<file path="src/rtl/ata_regwin_pkg.sv">
package ata_regwin_pkg;

    localparam int ADDR_W = 3;

    typedef enum logic [1:0] {
        SEQ_IDLE = 2'd0,
        SEQ_ONE  = 2'd1,
        SEQ_TWO  = 2'd2
    } seq_e;

    // Window offsets whose meaning the access sequence or bank decode depends on
    localparam logic [ADDR_W-1:0] OFS_RDTIM = 3'd0;
    localparam logic [ADDR_W-1:0] OFS_WRTIM = 3'd1;
    localparam logic [ADDR_W-1:0] OFS_PROBE = 3'd1;
    localparam logic [ADDR_W-1:0] OFS_KEY   = 3'd2;
    localparam logic [ADDR_W-1:0] OFS_CTRL  = 3'd3;
    localparam logic [ADDR_W-1:0] OFS_STRAP = 3'd5;
    localparam logic [ADDR_W-1:0] OFS_MISC  = 3'd6;

    localparam logic [7:0] KEY_OPEN   = 8'h03;
    localparam logic [7:0] KEY_CLOSE  = 8'h83;
    localparam logic [7:0] CMD_COMMIT = 8'h85;

endpackage

</file>
<file path="src/rtl/regwin_unlock_fsm.sv">
module regwin_unlock_fsm
    import ata_regwin_pkg::*;
#(
    parameter int DATA_W = 8
) (
    input  logic              clk_i,
    input  logic              rst_ni,
    input  logic              acc_i,
    input  logic              wr_i,
    input  logic              wide_i,
    input  logic [ADDR_W-1:0] addr_i,
    input  logic [DATA_W-1:0] wdata_i,
    output logic              unlocked_o
);

    typedef struct packed {
        seq_e seq;
        logic unlocked;
    } fsm_t;

    fsm_t cur_q, nxt_d;

    logic probe_rd, open_wr, close_wr;

    always_comb begin
        probe_rd = !wr_i && wide_i && (addr_i == OFS_PROBE);
        open_wr  = wr_i && (addr_i == OFS_KEY) && (wdata_i == DATA_W'(KEY_OPEN));
        close_wr = wr_i && (addr_i == OFS_KEY) && (wdata_i == DATA_W'(KEY_CLOSE));
        nxt_d    = cur_q;
        if (acc_i) begin
            if (!cur_q.unlocked) begin
                if (probe_rd) begin
                    nxt_d.seq = (cur_q.seq == SEQ_IDLE) ? SEQ_ONE : SEQ_TWO;
                end else if (open_wr && (cur_q.seq == SEQ_TWO)) begin
                    nxt_d.unlocked = 1'b1;
                    nxt_d.seq      = SEQ_IDLE;
                end else begin
                    nxt_d.seq = SEQ_IDLE;
                end
            end else if (close_wr) begin
                nxt_d.unlocked = 1'b0;
                nxt_d.seq      = SEQ_IDLE;
            end
        end
    end

    always_ff @(posedge clk_i or negedge rst_ni) begin
        if (!rst_ni) begin
            cur_q <= '{seq: SEQ_IDLE, unlocked: 1'b0};
        end else begin
            cur_q <= nxt_d;
        end
    end

    assign unlocked_o = cur_q.unlocked;


    unlock_needs_key_chk: assert property (@(posedge clk_i) disable iff (!rst_ni)
        $rose(cur_q.unlocked) |-> $past(acc_i && wr_i && addr_i == OFS_KEY
                                        && wdata_i == DATA_W'(KEY_OPEN)));


    unlock_needs_two_reads_chk: assert property (@(posedge clk_i) disable iff (!rst_ni)
        $rose(cur_q.unlocked) |-> $past(cur_q.seq == SEQ_TWO));


    relock_needs_key_chk: assert property (@(posedge clk_i) disable iff (!rst_ni)
        $fell(cur_q.unlocked) |-> $past(acc_i && wr_i && addr_i == OFS_KEY
                                        && wdata_i == DATA_W'(KEY_CLOSE)));

endmodule

</file>
<file path="src/rtl/regwin_timing_bank.sv">
module regwin_timing_bank
    import ata_regwin_pkg::*;
#(
    parameter int              DATA_W       = 8,
    parameter int              NUM_DEV      = 2,
    parameter int              SETUP_W      = 2,
    parameter int              SETUP_LSB    = 4,
    parameter logic [7:0]      RESET_TIMING = 8'hFF,
    parameter logic [SETUP_W-1:0] RESET_SETUP = '1
) (
    input  logic                            clk_i,
    input  logic                            rst_ni,
    input  logic                            wr_en_i,
    input  logic [ADDR_W-1:0]               addr_i,
    input  logic [DATA_W-1:0]               wdata_i,
    input  logic                            strap_pin_i,
    output logic [DATA_W-1:0]               rdata_o,
    output logic [NUM_DEV-1:0][DATA_W-1:0]  act_rd_o,
    output logic [NUM_DEV-1:0][DATA_W-1:0]  act_wr_o,
    output logic [SETUP_W-1:0]              act_setup_o,
    output logic                            strap_o
);

    localparam int DEV_W = (NUM_DEV > 1) ? $clog2(NUM_DEV) : 1;

    typedef struct packed {
        logic [NUM_DEV-1:0][DATA_W-1:0] stg_rd;
        logic [NUM_DEV-1:0][DATA_W-1:0] stg_wr;
        logic [NUM_DEV-1:0][DATA_W-1:0] act_rd;
        logic [NUM_DEV-1:0][DATA_W-1:0] act_wr;
        logic [SETUP_W-1:0]             stg_setup;
        logic [SETUP_W-1:0]             act_setup;
        logic [DEV_W-1:0]               dev_sel;
        logic                           strap;
    } bank_t;

    bank_t cur_q, nxt_d;
    logic  commit_hit;
    logic [DATA_W-1:0] misc_view;

    always_comb begin
        nxt_d      = cur_q;
        commit_hit = wr_en_i && (addr_i == OFS_CTRL) && (wdata_i == DATA_W'(CMD_COMMIT));
        nxt_d.strap = strap_pin_i;
        if (wr_en_i) begin
            case (addr_i)
                OFS_RDTIM: nxt_d.stg_rd[cur_q.dev_sel] = wdata_i;
                OFS_WRTIM: nxt_d.stg_wr[cur_q.dev_sel] = wdata_i;
                OFS_MISC: begin
                    nxt_d.stg_setup = wdata_i[SETUP_LSB +: SETUP_W];
                    nxt_d.dev_sel   = wdata_i[DEV_W-1:0];
                end
                default: ;
            endcase
        end
        if (commit_hit) begin
            nxt_d.act_rd    = cur_q.stg_rd;
            nxt_d.act_wr    = cur_q.stg_wr;
            nxt_d.act_setup = cur_q.stg_setup;
        end
    end

    always_ff @(posedge clk_i or negedge rst_ni) begin
        if (!rst_ni) begin
            cur_q.stg_rd    <= {NUM_DEV{DATA_W'(RESET_TIMING)}};
            cur_q.stg_wr    <= {NUM_DEV{DATA_W'(RESET_TIMING)}};
            cur_q.act_rd    <= {NUM_DEV{DATA_W'(RESET_TIMING)}};
            cur_q.act_wr    <= {NUM_DEV{DATA_W'(RESET_TIMING)}};
            cur_q.stg_setup <= RESET_SETUP;
            cur_q.act_setup <= RESET_SETUP;
            cur_q.dev_sel   <= '0;
            cur_q.strap     <= 1'b0;
        end else begin
            cur_q <= nxt_d;
        end
    end

    always_comb begin
        misc_view                          = '0;
        misc_view[SETUP_LSB +: SETUP_W]    = cur_q.stg_setup;
        misc_view[DEV_W-1:0]               = cur_q.dev_sel;
        case (addr_i)
            OFS_RDTIM: rdata_o = cur_q.stg_rd[cur_q.dev_sel];
            OFS_WRTIM: rdata_o = cur_q.stg_wr[cur_q.dev_sel];
            OFS_MISC:  rdata_o = misc_view;
            OFS_STRAP: rdata_o = DATA_W'(cur_q.strap);
            default:   rdata_o = '0;
        endcase
    end

    assign act_rd_o    = cur_q.act_rd;
    assign act_wr_o    = cur_q.act_wr;
    assign act_setup_o = cur_q.act_setup;
    assign strap_o     = cur_q.strap;

    for (genvar g = 0; g < NUM_DEV; g++) begin : g_dev_chk

        act_moves_on_commit_chk: assert property (@(posedge clk_i) disable iff (!rst_ni)
            !$stable(cur_q.act_rd[g]) |-> $past(wr_en_i && addr_i == OFS_CTRL
                                                && wdata_i == DATA_W'(CMD_COMMIT)));

        commit_copies_stage_chk: assert property (@(posedge clk_i) disable iff (!rst_ni)
            (wr_en_i && addr_i == OFS_CTRL && wdata_i == DATA_W'(CMD_COMMIT))
            |=> (cur_q.act_wr[g] == $past(cur_q.stg_wr[g])));
    end


    strap_follow_chk: assert property (@(posedge clk_i) disable iff (!rst_ni)
        1'b1 |=> (strap_o == $past(strap_pin_i)));

endmodule

</file>
<file path="src/rtl/ata_timing_regwin.sv">
module ata_timing_regwin
    import ata_regwin_pkg::*;
#(
    parameter int         DATA_W       = 8,
    parameter int         NUM_DEV      = 2,
    parameter logic [7:0] RESET_TIMING = 8'hFF
) (
    input  logic                           clk_i,
    input  logic                           rst_ni,
    input  logic                           bus_sel_i,
    input  logic                           bus_wr_i,
    input  logic                           bus_wide_i,
    input  logic [2:0]                     bus_addr_i,
    input  logic [DATA_W-1:0]              bus_wdata_i,
    output logic [DATA_W-1:0]              bus_rdata_o,
    output logic                           tf_sel_o,
    input  logic [DATA_W-1:0]              tf_rdata_i,
    input  logic                           strap_pin_i,
    output logic [NUM_DEV-1:0][DATA_W-1:0] act_rd_tim_o,
    output logic [NUM_DEV-1:0][DATA_W-1:0] act_wr_tim_o,
    output logic [1:0]                     act_setup_o,
    output logic                           clk_strap_o
);

    logic              unlocked;
    logic [DATA_W-1:0] bank_rdata;

    regwin_unlock_fsm #(
        .DATA_W (DATA_W)
    ) unlock_i (
        .clk_i      (clk_i),
        .rst_ni     (rst_ni),
        .acc_i      (bus_sel_i),
        .wr_i       (bus_wr_i),
        .wide_i     (bus_wide_i),
        .addr_i     (bus_addr_i),
        .wdata_i    (bus_wdata_i),
        .unlocked_o (unlocked)
    );

    regwin_timing_bank #(
        .DATA_W       (DATA_W),
        .NUM_DEV      (NUM_DEV),
        .SETUP_W      (2),
        .SETUP_LSB    (4),
        .RESET_TIMING (RESET_TIMING),
        .RESET_SETUP  (2'd3)
    ) bank_i (
        .clk_i       (clk_i),
        .rst_ni      (rst_ni),
        .wr_en_i     (bus_sel_i && bus_wr_i && unlocked),
        .addr_i      (bus_addr_i),
        .wdata_i     (bus_wdata_i),
        .strap_pin_i (strap_pin_i),
        .rdata_o     (bank_rdata),
        .act_rd_o    (act_rd_tim_o),
        .act_wr_o    (act_wr_tim_o),
        .act_setup_o (act_setup_o),
        .strap_o     (clk_strap_o)
    );

    always_comb begin
        tf_sel_o    = bus_sel_i && !unlocked;
        bus_rdata_o = unlocked ? bank_rdata : tf_rdata_i;
    end


    tf_hidden_when_open_chk: assert property (@(posedge clk_i) disable iff (!rst_ni)
        $past(bus_sel_i && bus_wr_i && bus_addr_i == OFS_KEY
              && bus_wdata_i == DATA_W'(KEY_OPEN) && tf_sel_o && !unlocked)
        && unlocked |-> !tf_sel_o);

endmodule

</file>
<file path="config.mk">
export PLATFORM = sky130hd
export DESIGN_NAME = ata_timing_regwin
export DESIGN_NICKNAME = d
export VERILOG_FILES = /design/src/rtl/ata_regwin_pkg.sv /design/src/rtl/regwin_unlock_fsm.sv /design/src/rtl/regwin_timing_bank.sv /design/src/rtl/ata_timing_regwin.sv
export SDC_FILE = /design/constraint.sdc
export NUM_CORES = 1
export LEC_CHECK = 0
export BUFFER_PORTS_ARGS = -buffer_cell sky130_fd_sc_hd__buf_2
export CORE_AREA = 2 2 99 101
export CTS_CLUSTER_SIZE = 14
export DETAILED_ROUTE_END_ITERATION = 10
export DIE_AREA = 0 0 101 103
export SKIP_CTS_REPAIR_TIMING = 1
export SLEW_MARGIN = 20
export SYNTH_ARGS = -nofsm -noshare
export SYNTH_HDL_FRONTEND = slang
export SYNTH_SLANG_ARGS = --single-unit
</file>
<file path="constraint.sdc">
create_clock -name clk_i -period 2.8 [get_ports clk_i]
set_input_delay 0.14 -clock clk_i [delete_from_list [all_inputs] [get_ports clk_i]]
set_output_delay 0.14 -clock clk_i [all_outputs]
set_load 0.02 [all_outputs]
</file>
* Yosys cells after proc, flatten, opt, wreduce, memory -nomap -nowiden
Index checks and enable logic that the tools add are counted.
** Cells by class
- $add $sub $neg :: 0
- Multiply operators :: 0
- Divide/modulo/power cells :: 0
- Order comparisons :: 2
- Equal/unequal tests :: 10
- Shift operators :: 0
- Multiplexer cells :: 16
- Bitwise operators :: 0
- Reduce and logical (&&, ||, !) cells :: 20
** Operators by type and width (count)
- 2-to-1 mux 8 bit :: 6
- bitwise mux 16 bit :: 2
- one-hot mux 8 bit (4 select lines) :: 1
- == test 8 bit (second input constant) :: 2
- logical AND 1 bit :: 12
- demux 8 bit (select 1 bit) :: 1
- == test 8 x 2 -> 1 bit (second input constant) :: 1
- AND reduction 2 bit :: 4
- == test 3 x 2 -> 1 bit (second input constant) :: 2
- == test 3 bit (second input constant) :: 2
- 2-to-1 mux 3 bit :: 2
- 2-to-1 mux 2 bit :: 2
- == test 3 x 1 -> 1 bit (second input constant) :: 1
- logical NOT 3 bit :: 1
- == test 2 bit (second input constant) :: 1
- logical NOT 1 bit :: 2
- logical NOT 2 bit :: 1
- less-than comparator 1 x 2 -> 1 bit (second input constant) :: 1
- 2-to-1 mux 1 bit :: 2
- != test 2 bit (second input constant) :: 1
- greater-or-equal comparator 1 bit (second input constant) :: 1
** Storage, ports and cells
- Register bits :: 73
- Latch bits :: 0
- RAM bits :: 0
- ROM bits :: 0
- Memories :: 0

* Longest topological paths before layout
- Depth in word-level cells :: 7
- Mapped depth :: 6
- Mapped depth without buffers :: 4

* Hierarchy
A second synthesis with hierarchy kept.
** Unflattened totals
- Cells, all modules :: 250
- Area total of the unflattened synthesis :: 3708.6 um^2
** Modules (own cells, without submodules)
- regwin_timing_bank :: instances 1, cells each 218, area an instance 3348.2 um^2, sequential area each 1836.8 um^2
- regwin_unlock_fsm :: instances 1, cells each 21, area an instance 212.7 um^2, sequential area each 75.1 um^2
- ata_timing_regwin :: instances 1, cells each 11, area an instance 147.6 um^2, sequential area each 0.0 um^2

* Least setup slack after synthesis
No wires, ideal clock.
- Path type :: flip-flop to output port
- Start point :: register bank_i.cur_q[1] in the netlist's numbering
- End point :: output bus_rdata_o[0]
- Arrival :: 1728 ps
- Data required time :: 2660 ps
- Path slack :: 932 ps
- Stages on the path, launching flop included :: 7
- Path buffers :: 2
- Cell sequence :: dfrtp_1 -> clkbuf_1 -> buf_1 -> nand3_1 -> o31ai_1 -> nor3_1 -> o31ai_1
** On the way
- Cells in the longest elaborated chain, start to end :: 4
** RTL lines
- start: declaration :: RTL line regwin_timing_bank.sv:37 : bank_t cur_q, nxt_d;
- start signal: assignment :: RTL line regwin_timing_bank.sv:74 : cur_q <= nxt_d;
- 2-to-1 mux 8 bit, on equally long branches (2 in series) :: RTL line regwin_timing_bank.sv:84, regwin_timing_bank.sv:83
- one-hot mux 8 bit (4 select lines) (*) :: RTL line regwin_timing_bank.sv:82 : case (addr_i)
- 2-to-1 mux 8 bit (*) :: RTL line ata_timing_regwin.sv:64 : bus_rdata_o = unlocked ? bank_rdata : tf_rdata_i;
- end: declaration :: RTL line ata_timing_regwin.sv:15 : output logic [DATA_W-1:0] bus_rdata_o,
Mark *: on every way between the ends. The rest lies on a longest branch, timed or not. The select of a mux whose other input is x is not followed.

* Worst setup path after layout
- Start point :: register bank_i.cur_q[1] in the netlist's numbering
- End point :: output bus_rdata_o[5]
The elaborated chain is that of the path after synthesis.

==> impl_metrics.yaml <==
finish:
  drive_gt1_share_pct: 75.2
  multi_input_area_um2: 1350
  instances_no_fill: 432
  fillers: 911
  register_area_um2: 1910
  area_growth_pct: 11.2
  final_nets: 339
  diodes: 0
  utilization_pct: 42.7
logic_synthesis:
  synth_commonest_cells: "mux2_2 (70), dfstp_2 (68), buf_4 (34)"
  yosys_warnings: 0
  synth_most_common_cell: "mux2_2"
  synth_top_area_share_pct: 49.3
  ys.flop_type: "dfstp_2"
  syn_inst: 271
  async_flop_share_pct: 100
  netlist_area_um2: 3630
  postSynthNetCount: 296
  ys_seq_area_share_pct: 52.7
  synth_area_leaders: "dfstp_2 (49%), mux2_2 (22%), buf_4 (7.0%)"
  syn_avg_cell_area_um2: 13.4
  synth.distinct_cells: 37
  ys_seq_elements: 73
  synth-edff-count: 0
  synth_top_cell_by_area: "dfstp_2"
clocking:
  clk_latency_ns: 0.35
  clkSlewWorstSetupHoldPaths_ns: 0.08
  cts_tree: "yes"
  ctsLongestPathBuffers: 2
  htreeDepth: 3
  numCtsBuffers: 9
  clock-sinks: 73
  root_buffer: "clkbuf_8"
timing:
  rsz0062_at_grt: "no"
  tightest_slew_ns: 0.716
  hold_violations: 0
  period_needed_ns: 2.20
  timing.setup.tns_ns: 0
  clock_skew_ns: 0.00624
  slew_headroom_pct: 52.0
  hold_slack_ns: 0.120
  slew_violations: 0
  finalSetupViolCount: 0
  max_freq_mhz: 454
  fin_crit_sh_pct: 78.7
grt:
  grt_pass1_vias: 2193
  grt-ovfl-total: 0
  antenna_found_initial: 0
  grt_pass1_wl_um: 12200
  grt_start_max_net_pins: 34
  track_usage_pct: 16.0
die:
  die_y_um: 103
  dieArea_um2: 10400
  rows: 36
  core_area_um2: 9460
  start_util_pct: 38.3
  die_width_um: 101
  top_level_ports: 69
place:
  routabilityCongestion: 0.782
  portBuffers: 68
  hpwlAfterDp_um: 5650
  place_inst: 415
routing:
  num_vias: 2191
  wl_per_cell_um: 18.2
  drt_iter0_drc: 46
  ant_nets: 0
  firstDrtPassIters: 4
  drc: 0
  via_per_inst: 5.07
  routed_wl_um: 7860
critical_path:
  crit_family: "flip-flops"
  end_kind: "output port"
  crit_buf_inv: 2
  crit_chain: "buf_4 -> mux2i_1 -> o22ai_1 -> a31oi_1 -> o22ai_1 -> buf_2"
  cpMaxStageDelayCell: "dfrtp_1"
  path_common_cell: "o22ai_1"
  crit_cells: 6
  startpoint_type: "flip-flop"
  critPathRequiredTime_ns: 2.66
  r2r_cells: 3
  arrival_ns: 2.06
  critPathMaxFanout: 10
  crit_type: "reg -> out"
  cp_slowest_stage_delay_ns: 0.62
power:
  p_leak_nw: 1.75
  power_mw: 1.96
  power_density_nw_per_um2: 486
  vdd_drop_max_mv: 0.192
hold_path:
  min_path_cells: 2
  hold_path.class: "in -> reg"
outcome:
  status: "finished clean"
job:
  maxCapViolations: 0
==> layout make-up <==
type / count / share of cell area (%)
flip-flops and latches: 73 / 47.4
well taps: 114 / 3.53
clock inverters: 6 / 1.49
clock buffers: 9 / 3.07
repair buffers: 77 / 10.2
multi-input cells: 145 / 33.6
inverters: 8 / 0.744
==> layout by cell type, fill, tap and decap left out, types with 3 or more instances in the layout <==
cell type | Yosys | final
o22a_2 | 5 | 5
nand3_1 | 4 | 4
mux2_2 | 70 | 70
inv_1 | 8 | 8
nor2_1 | 4 | 4
buf_2 | 3 | 68
buf_4 | 34 | 7
clkinv_2 | 0 | 3
clkbuf_8 | 0 | 9
mux2i_1 | 15 | 15
dfrtp_1 | 5 | 5
o22ai_1 | 9 | 9
dfstp_2 | 68 | 68
nand2_1 | 7 | 7
==> stage by stage <==
stage | cell area (um^2) | worst slack (ns)
floorplan | 3630 | 0.932
global placement | 3830 | 0.827
detailed placement | 3830 | 0.748
CTS | 4020 | 0.564
global route | 4040 | 0.498
finish | 4040 | 0.596
==> cell families after synthesis <==
group	synth area share (%)
simple gates	6.07
compound gates	4.97
xor+xnor	0.242
mux	25.9
buf+inv	10.1
flops	52.7
==> state kept, by name (all words and copies together), names as in the netlist <==
signal,flops
bank_i.act_rd_o,16
bank_i.act_setup_o,2
unlock_i.unlocked_o,1
unlock_i.cur_q,2
bank_i.act_wr_o,16
bank_i.cur_q,35
bank_i.strap_o,1
==> power by group <==
part           switching, mW  internal, mW  total, mW
combinational         0.0654        0.0318     0.0972
clock                  0.399         0.402      0.800
sequential           0.00141          1.06       1.06
==> worst reg2reg max path, stage by stage, from the launching register on <==
cell,delay [ns]
dfrtp_1,0.54
buf_4,0.27
nor3_2,0.62
mux2_2,0.41
==> per-layer routing <==
layer  share of wire (%)  vias to the layer above  GRT usage [%]
li1                    -                     1017              -
met1                  46                     1111           21.6
met2                  49                       51           25.0
met3                 3.5                       12           3.73
met4                 1.8                        0           6.34
met5                   0                        -              0
==> final timing paths <==
| path | from | end | slack (ns) |
|---|---|---|---|
| max in group asynchronous | rst_ni | bank_i.act_wr_o[7]$_DFFE_PN1P_ | 1.69 |
| min in group asynchronous | rst_ni | unlock_i.cur_q[2]$_DFFE_PN0P_ | 0.29 |
| hold / removal | bus_wdata_i[6] | bank_i.cur_q[68]$_DFFE_PN1P_ | 0.12 |
| setup reg to reg | bank_i.cur_q[1]$_DFFE_PN0P_ | bank_i.cur_q[45]$_DFFE_PN1P_ | 0.88 |
| hold reg to reg | unlock_i.cur_q[1]$_DFFE_PN0P_ | unlock_i.cur_q[1]$_DFFE_PN0P_ | 0.60 |
| setup / recovery | bank_i.cur_q[1]$_DFFE_PN0P_ | bus_rdata_o[5] | 0.60 |
Power figures use the tool's default switching activity.
